## src/rtl/tflg_pkg.sv

```systemverilog
package tflg_pkg;
    localparam int NCH = 8;
    localparam int AW  = 8;
    localparam int DW  = 8;

    localparam logic [AW-1:0] A_CNT   = 8'h04;
    localparam logic [AW-1:0] A_CTRL  = 8'h06;
    localparam logic [AW-1:0] A_CHFLG = 8'h0E;
    localparam logic [AW-1:0] A_OVFLG = 8'h0F;
    localparam logic [AW-1:0] A_CHAN  = 8'h10;
    localparam logic [AW-1:0] A_PAFLG = 8'h21;
    localparam logic [AW-1:0] A_PACNT = 8'h22;

    localparam int FAST_BIT   = 4;
    localparam int OVF_BIT    = 7;
    localparam int PAOVF_BIT  = 1;
    localparam int PAEDGE_BIT = 0;

    typedef struct packed {
        logic [NCH-1:0] ch;
        logic           cnt_ovf;
        logic           acc_ovf;
        logic           acc_edge;
    } flags_t;

    localparam int FLAGS_W = $bits(flags_t);

    // true when addr hits either byte of the even-aligned pair starting at lo
    function automatic logic in_pair(input logic [AW-1:0] addr, input logic [AW-1:0] lo);
        return addr[AW-1:1] == lo[AW-1:1];
    endfunction
endpackage

```

## src/rtl/tflg_mode_reg.sv

```systemverilog
module tflg_mode_reg
    import tflg_pkg::*;
(
    input  logic          clk,
    input  logic          rst,
    input  logic [AW-1:0] addr,
    input  logic          wr,
    input  logic          wbit,
    output logic          fast
);
    always_ff @(posedge clk) begin
        if (rst)
            fast <= 1'b0;
        else if (wr && addr == A_CTRL)
            fast <= wbit;
    end

    assert_mode_reset_R1: assert property (@(posedge clk) rst |=> !fast);
endmodule

```

## src/rtl/tflg_clear_decode.sv

```systemverilog
module tflg_clear_decode
    import tflg_pkg::*;
(
    input  logic [AW-1:0]  addr,
    input  logic           rd,
    input  logic           wr,
    input  logic [DW-1:0]  wdata,
    input  logic           fast,
    input  logic [NCH-1:0] cmp_mode,
    output flags_t         clr
);
    logic           access;
    logic [NCH-1:0] side_ch;
    logic [NCH-1:0] w1c_ch;

    assign access = rd | wr;
    assign w1c_ch = (wr && addr == A_CHFLG) ? wdata[NCH-1:0] : '0;

    for (genvar n = 0; n < NCH; n++) begin : g_chan
        localparam logic [AW-1:0] LO = A_CHAN + AW'(2 * n);
        assign side_ch[n] = fast && in_pair(addr, LO) && (cmp_mode[n] ? wr : rd);
    end

    always_comb begin
        clr.ch       = w1c_ch | side_ch;
        clr.cnt_ovf  = (wr && addr == A_OVFLG && wdata[OVF_BIT])
                     || (fast && access && in_pair(addr, A_CNT));
        clr.acc_ovf  = (wr && addr == A_PAFLG && wdata[PAOVF_BIT])
                     || (fast && access && in_pair(addr, A_PACNT));
        clr.acc_edge = (wr && addr == A_PAFLG && wdata[PAEDGE_BIT])
                     || (fast && access && in_pair(addr, A_PACNT));
    end
endmodule

```

## src/rtl/tflg_flag_bank.sv

```systemverilog
module tflg_flag_bank #(
    parameter int W = 4
) (
    input  logic         clk,
    input  logic         rst,
    input  logic [W-1:0] set,
    input  logic [W-1:0] clr,
    output logic [W-1:0] q
);
    always_ff @(posedge clk) begin
        if (rst)
            q <= '0;
        else
            q <= (q & ~clr) | set;
    end

    assert_bank_reset_R1: assert property (@(posedge clk) rst |=> q == '0);

    assert_set_wins_R9: assert property (@(posedge clk) disable iff (rst)
        (set != '0) |=> ((q & $past(set)) == $past(set)));

    assert_clear_drops_R3: assert property (@(posedge clk) disable iff (rst)
        ((clr & ~set) != '0) |=> ((q & $past(clr & ~set)) == '0));
endmodule

```

## src/rtl/tflg_top.sv

```systemverilog
module tflg_top
    import tflg_pkg::*;
(
    input  logic           clk,
    input  logic           rst,
    input  logic [AW-1:0]  bus_addr,
    input  logic           bus_rd,
    input  logic           bus_wr,
    input  logic [DW-1:0]  bus_wdata,
    output logic [DW-1:0]  bus_rdata,
    input  logic [NCH-1:0] ch_set,
    input  logic           cnt_ovf_set,
    input  logic           acc_ovf_set,
    input  logic           acc_edge_set,
    input  logic [NCH-1:0] ch_cmp_mode,
    output logic [NCH-1:0] ch_flag,
    output logic           cnt_ovf_flag,
    output logic           acc_ovf_flag,
    output logic           acc_edge_flag
);
    logic   fast;
    flags_t set_v;
    flags_t clr_v;
    flags_t q_v;

    assign set_v = '{ch: ch_set, cnt_ovf: cnt_ovf_set, acc_ovf: acc_ovf_set, acc_edge: acc_edge_set};

    tflg_mode_reg u_mode (
        .clk  (clk),
        .rst  (rst),
        .addr (bus_addr),
        .wr   (bus_wr),
        .wbit (bus_wdata[FAST_BIT]),
        .fast (fast)
    );

    tflg_clear_decode u_dec (
        .addr     (bus_addr),
        .rd       (bus_rd),
        .wr       (bus_wr),
        .wdata    (bus_wdata),
        .fast     (fast),
        .cmp_mode (ch_cmp_mode),
        .clr      (clr_v)
    );

    tflg_flag_bank #(.W(FLAGS_W)) u_bank (
        .clk (clk),
        .rst (rst),
        .set (set_v),
        .clr (clr_v),
        .q   (q_v)
    );

    assign ch_flag       = q_v.ch;
    assign cnt_ovf_flag  = q_v.cnt_ovf;
    assign acc_ovf_flag  = q_v.acc_ovf;
    assign acc_edge_flag = q_v.acc_edge;

    always_comb begin
        bus_rdata = '0;
        case (bus_addr)
            A_CTRL:  bus_rdata[FAST_BIT]   = fast;
            A_CHFLG: bus_rdata[NCH-1:0]    = q_v.ch;
            A_OVFLG: bus_rdata[OVF_BIT]    = q_v.cnt_ovf;
            A_PAFLG: begin
                bus_rdata[PAOVF_BIT]  = q_v.acc_ovf;
                bus_rdata[PAEDGE_BIT] = q_v.acc_edge;
            end
            default: bus_rdata = '0;
        endcase
    end

    logic not_flag_addr;
    assign not_flag_addr = bus_addr != A_CHFLG && bus_addr != A_OVFLG && bus_addr != A_PAFLG;

    assert_normal_no_side_R4: assert property (@(posedge clk) disable iff (rst)
        (!fast && (bus_rd || bus_wr) && not_flag_addr && set_v == '0) |=> (q_v == $past(q_v)));

    assert_cnt_fast_clear_R7: assert property (@(posedge clk) disable iff (rst)
        (fast && (bus_rd || bus_wr) && in_pair(bus_addr, A_CNT) && !cnt_ovf_set) |=> !cnt_ovf_flag);

    assert_acc_fast_clear_R8: assert property (@(posedge clk) disable iff (rst)
        (fast && (bus_rd || bus_wr) && in_pair(bus_addr, A_PACNT) && !acc_ovf_set && !acc_edge_set)
        |=> (!acc_ovf_flag && !acc_edge_flag));

    for (genvar n = 0; n < NCH; n++) begin : g_chk
        localparam logic [AW-1:0] LO = A_CHAN + AW'(2 * n);
        assert_capture_read_R5: assert property (@(posedge clk) disable iff (rst)
            (fast && bus_rd && in_pair(bus_addr, LO) && !ch_cmp_mode[n] && !ch_set[n]) |=> !ch_flag[n]);
        assert_compare_write_R6: assert property (@(posedge clk) disable iff (rst)
            (fast && bus_wr && in_pair(bus_addr, LO) && ch_cmp_mode[n] && !ch_set[n]) |=> !ch_flag[n]);
    end
endmodule

```

## config.mk

```make
export PLATFORM = sky130hd
export DESIGN_NAME = tflg_top
export DESIGN_NICKNAME = d
export VERILOG_FILES = /design/src/rtl/tflg_pkg.sv /design/src/rtl/tflg_mode_reg.sv /design/src/rtl/tflg_clear_decode.sv /design/src/rtl/tflg_flag_bank.sv /design/src/rtl/tflg_top.sv
export SDC_FILE = /design/constraint.sdc
export NUM_CORES = 1
export LEC_CHECK = 0
export BUFFER_PORTS_ARGS = -buffer_cell sky130_fd_sc_hd__clkbuf_2
export CAP_MARGIN = 20
export CORE_MARGIN = 1
export CORE_UTILIZATION = 43
export CTS_CLUSTER_DIAMETER = 100
export CTS_CLUSTER_SIZE = 40
export DETAILED_ROUTE_END_ITERATION = 10
export GPL_ROUTABILITY_DRIVEN = 0
export PLACE_DENSITY = 0.84
export SYNTH_ARGS = -nofsm -noshare
export SYNTH_HDL_FRONTEND = slang
export SYNTH_SLANG_ARGS = --single-unit
```

## constraint.sdc

```tcl
create_clock -name clk -period 1.5 [get_ports clk]
set_input_delay 0.075 -clock clk [delete_from_list [all_inputs] [get_ports clk]]
set_output_delay 0.075 -clock clk [all_outputs]
set_load 0.02 [all_outputs]
```

==> results.md, run 1 <==
* Mapped Area at 967.2 um^2
* Most used DFF post-synth: dfxtp_1
* Share of cells above drive strength 1 at 0.4939
* Worst Setup Path Type: reg -> reg
* Die Ht at roughly 50 um
* Total die area at around 2400 um^2
* Startpoint Class: register
* Post-synthesis register bit count at 12
* Post-synth ARST share at 0
* Worst Path Arrival at between 1.5 and 2 ns
* # rows at 16
* Mean Syn Cell Area at between 9 and 10 um^2
* CTS Buffer Depth at 2
* Drt initial violations at 28
* Fin area at 1329 um^2
* Design Power at 808.0 uW
* Crit path time final at ~1.4 ns
* DRC Markers at 0
* TritonCTS Sinks at 12
* Pwr dens at 608.0 nW/um^2
* CP Capture Type: register
* Fillcell total at 198
* Pins Over Slew Limit at 0
* Port buffer count at 57
* Post-Synthesis Cells at 105
* Post-DP HPWL at 2169 um
* Hold WS at 0.02977 ns
* Global-route wire length before repair at 4409 um
* Worst rel slew slack at 0.7313
* Clock root cell: clkbuf_4
* Grt ovf at 0
* Max-Cap Viols at 0
* Worst hold path type: in -> reg
* Max H-tree Level at 1
* Sequential share of the synthesized area at 0.2484
* Largest net degree at the start of global routing at 14
* Setup WS post-layout at 0.07496 ns
* Maximum VDD drop at 0.0004490 V
* CP Cell Sequence: nand3b_1 > o41a_1 > o221a_1
* CTS tree: yes
* CP max stage cell: o41a_1
* DR WL/cell at between 10 and 15 um
* RSZ-0062 raised after global routing: true
* Required @ worst endpoint at 1.67 ns
* IO Pins at 58
* Post-route ant nets at 0
* Cells after DPL at about 190
* Net count after synthesis at 144
* WP buf/inv at 0
* Synth Warn # at 0
* Critical Path Fanout Max at 8
* Worst-path clk slew at approximately 0.070 ns
* Area grow syn2layout at 37.39%
* First-pass iteration count of the detailed router at 4
* Non-filler cells, final at 191
* ANT cells at 0
* Number of flops mapped to enable cells by yosys at 0
* Clock skew at 0.001081 ns
* Num CTS Buffers at 3
* Initial core utilization at 0.4737
* CTS Hold Bufs at 0
* Total GRT Usage at 0.2393
* Leak at 0.6382 nW
* Area of placed instances at 1296 um^2
* Die X at 49.43 um
* Vias in the first global route at 1035
* Vias per Instance at slightly below 6
* Final period util at 0.9500
* Nets at 205
* Max stage delay on crit path at 0.46 ns
* F_max at 0.7017 GHz
* Initial antenna violation count at 0
* # setup viols final at 0
* Netlist cell types at 35
* Worst-Margin Slew at around 0.40 ns
* Largest delay share family, worst path: compound AO/OA/AOI/OAI gates
* Detailed-route wire length at 2800 um
* Final Hold Violating Endpoints at 0
* Later-pin clock latency in the skew report at 0.28 ns
* Vias at roughly 1100
* Post-place setup slack at 0.03951 ns
* Core area at 2042 um^2
* Status: finished clean
## cell families after synthesis
| family | share of synthesized area |
|---|---|
| AO/OA/AOI/OAI | 0.3040 |
| buffers and inverters | 0.07890 |
| flip-flops | 0.2484 |
| multiplexers | 0.1035 |
| AND/OR/NAND/NOR | 0.2652 |
## path summary, 6_finish.rpt
kind,startpoint,endpoint,slack [ns],depth (start not counted)
hold reg to reg,u_bank.q[9]$_SDFF_PP0_,u_bank.q[9]$_SDFF_PP0_,0.50,2
setup / recovery,u_mode.fast$_SDFFE_PP0P_,u_bank.q[10]$_SDFF_PP0_,0.07,3
hold / removal,cnt_ovf_set,u_bank.q[2]$_SDFF_PP0_,0.03,2
setup reg to reg,u_mode.fast$_SDFFE_PP0P_,u_bank.q[10]$_SDFF_PP0_,0.07,3
## registers in the layout, summed over array words and instances (netlist names)
signal,cells
u_bank.q,11
u_mode.fast,1
## cell usage after synthesis, drive strengths merged (2+ instances only)
cell,count,area (um^2)
a221oi,9,122.6
a22o,2,17.52
and2,4,25.02
buf,2,12.51
clkbuf,4,15.01
dfxtp,12,240.2
inv,12,45.04
mux2i,10,100.1
nand2b,3,18.77
nand3b,2,15.01
nor2,2,7.510
nor2b,9,56.30
nor3,3,20.02
nor4,2,27.53
o31ai,3,22.52
o41ai,10,95.10
or2,2,12.51
or3,2,12.51
or3b,2,20.02
## layout by cell type (no fill, tap or decap), drive strengths merged
cell type,netlist,final
or4,1,1
nand4b,1,1
or3b,2,2
o41ai,10,10
buf,2,5
dfxtp,12,12
inv,12,12
clkinv,1,1
nand4bb,1,1
o221a,1,1
a221oi,9,9
or2,2,2
o2bb2ai,1,1
nand2,1,1
or3,2,2
nand3b,2,2
nor2,2,2
nand4,1,1
nor3,3,3
o31ai,3,3
o41a,1,1
clkbuf,4,60
nand2b,3,3
o21ai,1,1
mux2i,10,10
a22o,2,2
nor4,2,2
nor2b,9,9
and2,4,4
## cell type report
cell class / instances / area, um^2 / share of cell area
repair buffers: 62 / 322.8 / 0.2429
flip-flops and latches: 12 / 240.2 / 0.1808
clock buffers: 3 / 22.52 / 0.01695
inverters: 13 / 48.80 / 0.03672
well taps: 27 / 33.78 / 0.02542
multi-input cells: 74 / 660.6 / 0.4972
## power by group
| group | internal (mW) | switching, mW |
|---|---|---|
| combinational | 0.112 | 0.134 |
| clock | 0.0932 | 0.112 |
| sequential | 0.340 | 0.0168 |
## through the flow
| step | util | setup TNS, ns |
|---|---|---|
| 5_1_grt | 0.6507 | -0.002491 |
| 6_report | 0.6507 | 0 |
| 2_1_floorplan | - | 0 |
| 3_5_place_dp | 0.6348 | 0 |
| 3_3_place_gp | 0.6348 | 0 |
| 4_1_cts | 0.6458 | 0 |
## worst reg2reg max path: stages (launching register included)
cell and delay [ns]:
dfxtp_1 0.34, nand3b_1 0.28, o41a_1 0.46, o221a_1 0.24
## timing repair
item                                    4_1_cts  5_1_grt
buffers inserted                              0        0
resized for setup                             0        2
endpoints found under the setup margin        0        4
## layer usage
layer,wire length (um),global-route usage,up-vias
met2,1406,0.4132,45
li1,-,-,530
met3,206,0.04984,5
met1,1139,0.2841,525
met5,0,0,-
met4,46,0.1000,0
Power figures use the tool's default switching activity.
==> inputs of run 2 (changes only) <==
- clock period: 1.5 -> 1.6 ns (I/O delays scaled with it)
==> run 2 against run 1 <==
  * Worst hold slack improved by 0.0030 ns
  * Clock power increased by 24%
  * Sequential share of layout area increased by 0.15 points
  * Clock skew increased by 0.0066 ns
  * Global-route usage decreased by 0.78 points
  * Critical path type is now in -> out
  * Critical endpoint is now bus_rdata[0]
  * Highest routed layer unchanged
==> results.md, run 2 (same netlist as run 1, synthesis figures left out) <==
* Die Ht at 49.43 um (unchanged)
* Clock root cell: clkbuf_4
* Max H-tree Level at 1 (unchanged)
* Final TNS setup at 0 ns (unchanged)
* Final Hold Violating Endpoints at 0 (unchanged)
* Largest net degree at the start of global routing at 14 (unchanged)
* Critical Path Fanout Max at 10 (+2)
* Maximum VDD drop at 0.0004610 V (+2.7%)
* Worst Setup Path Type: in -> out
* Total die area at 2443 um^2 (unchanged)
* Port buffer count at 57 (unchanged)
* Largest Register: u_bank.q
* Clock skew at 0.007634 ns (+0.006553 ns)
* F_max at 0.6740 GHz
* Vias per Instance at 5.705 (-1.4%)
* Hold WS at 0.03281 ns (+0.003040 ns)
* ANT cells at 0 (unchanged)
* # rows at 16 (unchanged)
* Clock share of power at 0.312 (+0.058)
* Die X at 49.43 um (unchanged)
* CTS resizes at 0 (unchanged)
* Initial antenna violation count at 0 (unchanged)
* Sw Pwr at 253.1 uW (-3.7%)
* Status: finished clean
* Num CTS Buffers at 3 (unchanged)
* Fin area at 1318 um^2 (-0.85%)
* TritonCTS Sinks at 12 (unchanged)
* Grt ovf at 0 (unchanged)
* Area of placed instances at 1281 um^2 (-1.2%)
* Pwr dens at 617.5 nW/um^2 (+1.6%)
* Cells after DPL at 186 (-1.1%)
* Max-Cap Viols at 0 (unchanged)
* Commonest non-fill, non-tap cell in the layout: clkbuf_2
* Vias at 1084 (-1.9%)
* DRC Markers at 0 (unchanged)
* Worst hold path type: in -> reg
* DR WL met3 at 205 um (-0.49%)
* Crit path time final at about 1.5 ns
* WL met1 at 1064 um (-6.6%)
* Leak at 0.6326 nW (-0.87%)
* Post-DP HPWL at 2116 um (-2.5%)
* CTS Buffer Depth at 2 (unchanged)
* Seq pwr share at 0.412 (-0.030)
* DR WL/cell at 13.77 um (-6.0%)
* Post-layout util at 0.6452 (-0.005514)
* Worst-Margin Slew at 0.4125 ns (+0.01471 ns)
* Worst Path Arrival at 1.40 ns (-0.20 ns)
* Final period util at 0.9274
* CP Capture Type: primary output
* Fillcell total at 185 (-6.6%)
* Initial core utilization at 0.4737 (unchanged)
* Core area at 2042 um^2 (unchanged)
* Required @ worst endpoint at 1.52 ns (-0.15 ns)
* Largest register FFs at 11 (unchanged)
* Design Power at 813.6 uW (+0.70%)
* Most frequent cells in the layout: 57 x clkbuf_2, 12 x inv_1, 12 x dfxtp_1
* Setup WS post-layout at 0.1162 ns (+0.04125 ns)
* Post-place setup slack at 0.1073 ns (+0.06781 ns)
* CTS Hold Bufs at 0 (unchanged)
* Worst rel slew slack at 0.7214 (-0.009934)
* # setup viols final at 0 (unchanged)
* Post-CTS setup buffers at 0 (unchanged)
* Post-route ant nets at 0 (unchanged)
* Worst-path clk slew at 0.09 ns (+0.02 ns)
* Later-pin clock latency in the skew report at 0.28 ns (about the same)
* Detailed-route wire length at 2617 um (-6.5%)
* Non-filler cells, final at 190 (-0.52%)
* Largest registers: u_bank.q x11, u_mode.fast x1
* First-pass iteration count of the detailed router at 4 (unchanged)
* Nets at 203 (-0.98%)
* Vias in the first global route at 1003 (-3.1%)
* Internal at 560.5 uW (+2.8%)
* Global-route wire length before repair at 4381 um (-0.64%)
* Combinational group share of total power at 0.276 (-0.028)
* Pins Over Slew Limit at 0 (unchanged)
* RSZ-0062 raised after global routing: false
* CTS tree: yes
* Switch share at 0.3111 (-0.01409)
* Drt initial violations at 11 (-61%)
* Area grow syn2layout at 36.22%
* Met2 routed WL at 1309 um (-6.9%)
* Startpoint Class: primary input
* IO Pins at 58 (unchanged)
* Share of cells above drive strength 1 at 0.4785 (-0.01537)
* Max layer used: met4
* Total GRT Usage at 0.2316 (-0.007762)
run 2: cell types whose count changed in the layout (fill, tap and decap cells not counted):
| cell | before | now |
|---|---|---|
| clkbuf_8 | 0 | 1 |
| nor3_2 | 2 | 1 |
| buf_4 | 5 | 3 |
| nand4bb_1 | 0 | 1 |
| nand4bb_2 | 1 | 0 |
| nor3_1 | 1 | 2 |
run 2: power by group through the flow:
stage | logic [mW] | registers, mW | clock network, mW
2_1_floorplan | 0.108 | 0.364 | 0
3_3_place_gp | 0.220 | 0.341 | 0
3_5_place_dp | 0.225 | 0.343 | 0
4_1_cts | 0.226 | 0.335 | 0.255
5_1_grt | 0.245 | 0.338 | 0.276
6_report | 0.224 | 0.335 | 0.254
run 2: worst max-delay path: stages:
cell	delay, ns
clkbuf_2	0.19
or3b_4	0.44
nor3_2	0.32
a22o_1	0.20
clkbuf_2	0.16
run 2: per-layer routing:
layer,GRT usage,vias to the layer above
met4,0.1048,0
met2,0.3927,48
met3,0.04050,5
met5,0,-
li1,-,528
met1,0.2822,503
run 2: final cells by class:
cell class / count / area, um^2 / area share
Inverter: 13 / 48.80 / 0.03704
Timing Repair Buffer: 60 / 307.8 / 0.2336
Multi-Input combinational cell: 74 / 650.6 / 0.4938
Tap cell: 27 / 33.78 / 0.02564
Sequential cell: 12 / 240.2 / 0.1823
Clock buffer: 4 / 36.28 / 0.02754
run 2: worst paths after layout:
check	start	end	slack, ns	cells after the start
worst max-delay path	bus_addr[3]	bus_rdata[0]	0.12	5
worst min-delay path	ch_set[0]	u_bank.q[3]$_SDFF_PP0_	0.03	3
worst min register to register	u_bank.q[8]$_SDFF_PP0_	u_bank.q[8]$_SDFF_PP0_	0.52	2
worst max register to register	u_mode.fast$_SDFFE_PP0P_	u_bank.q[10]$_SDFF_PP0_	0.15	3
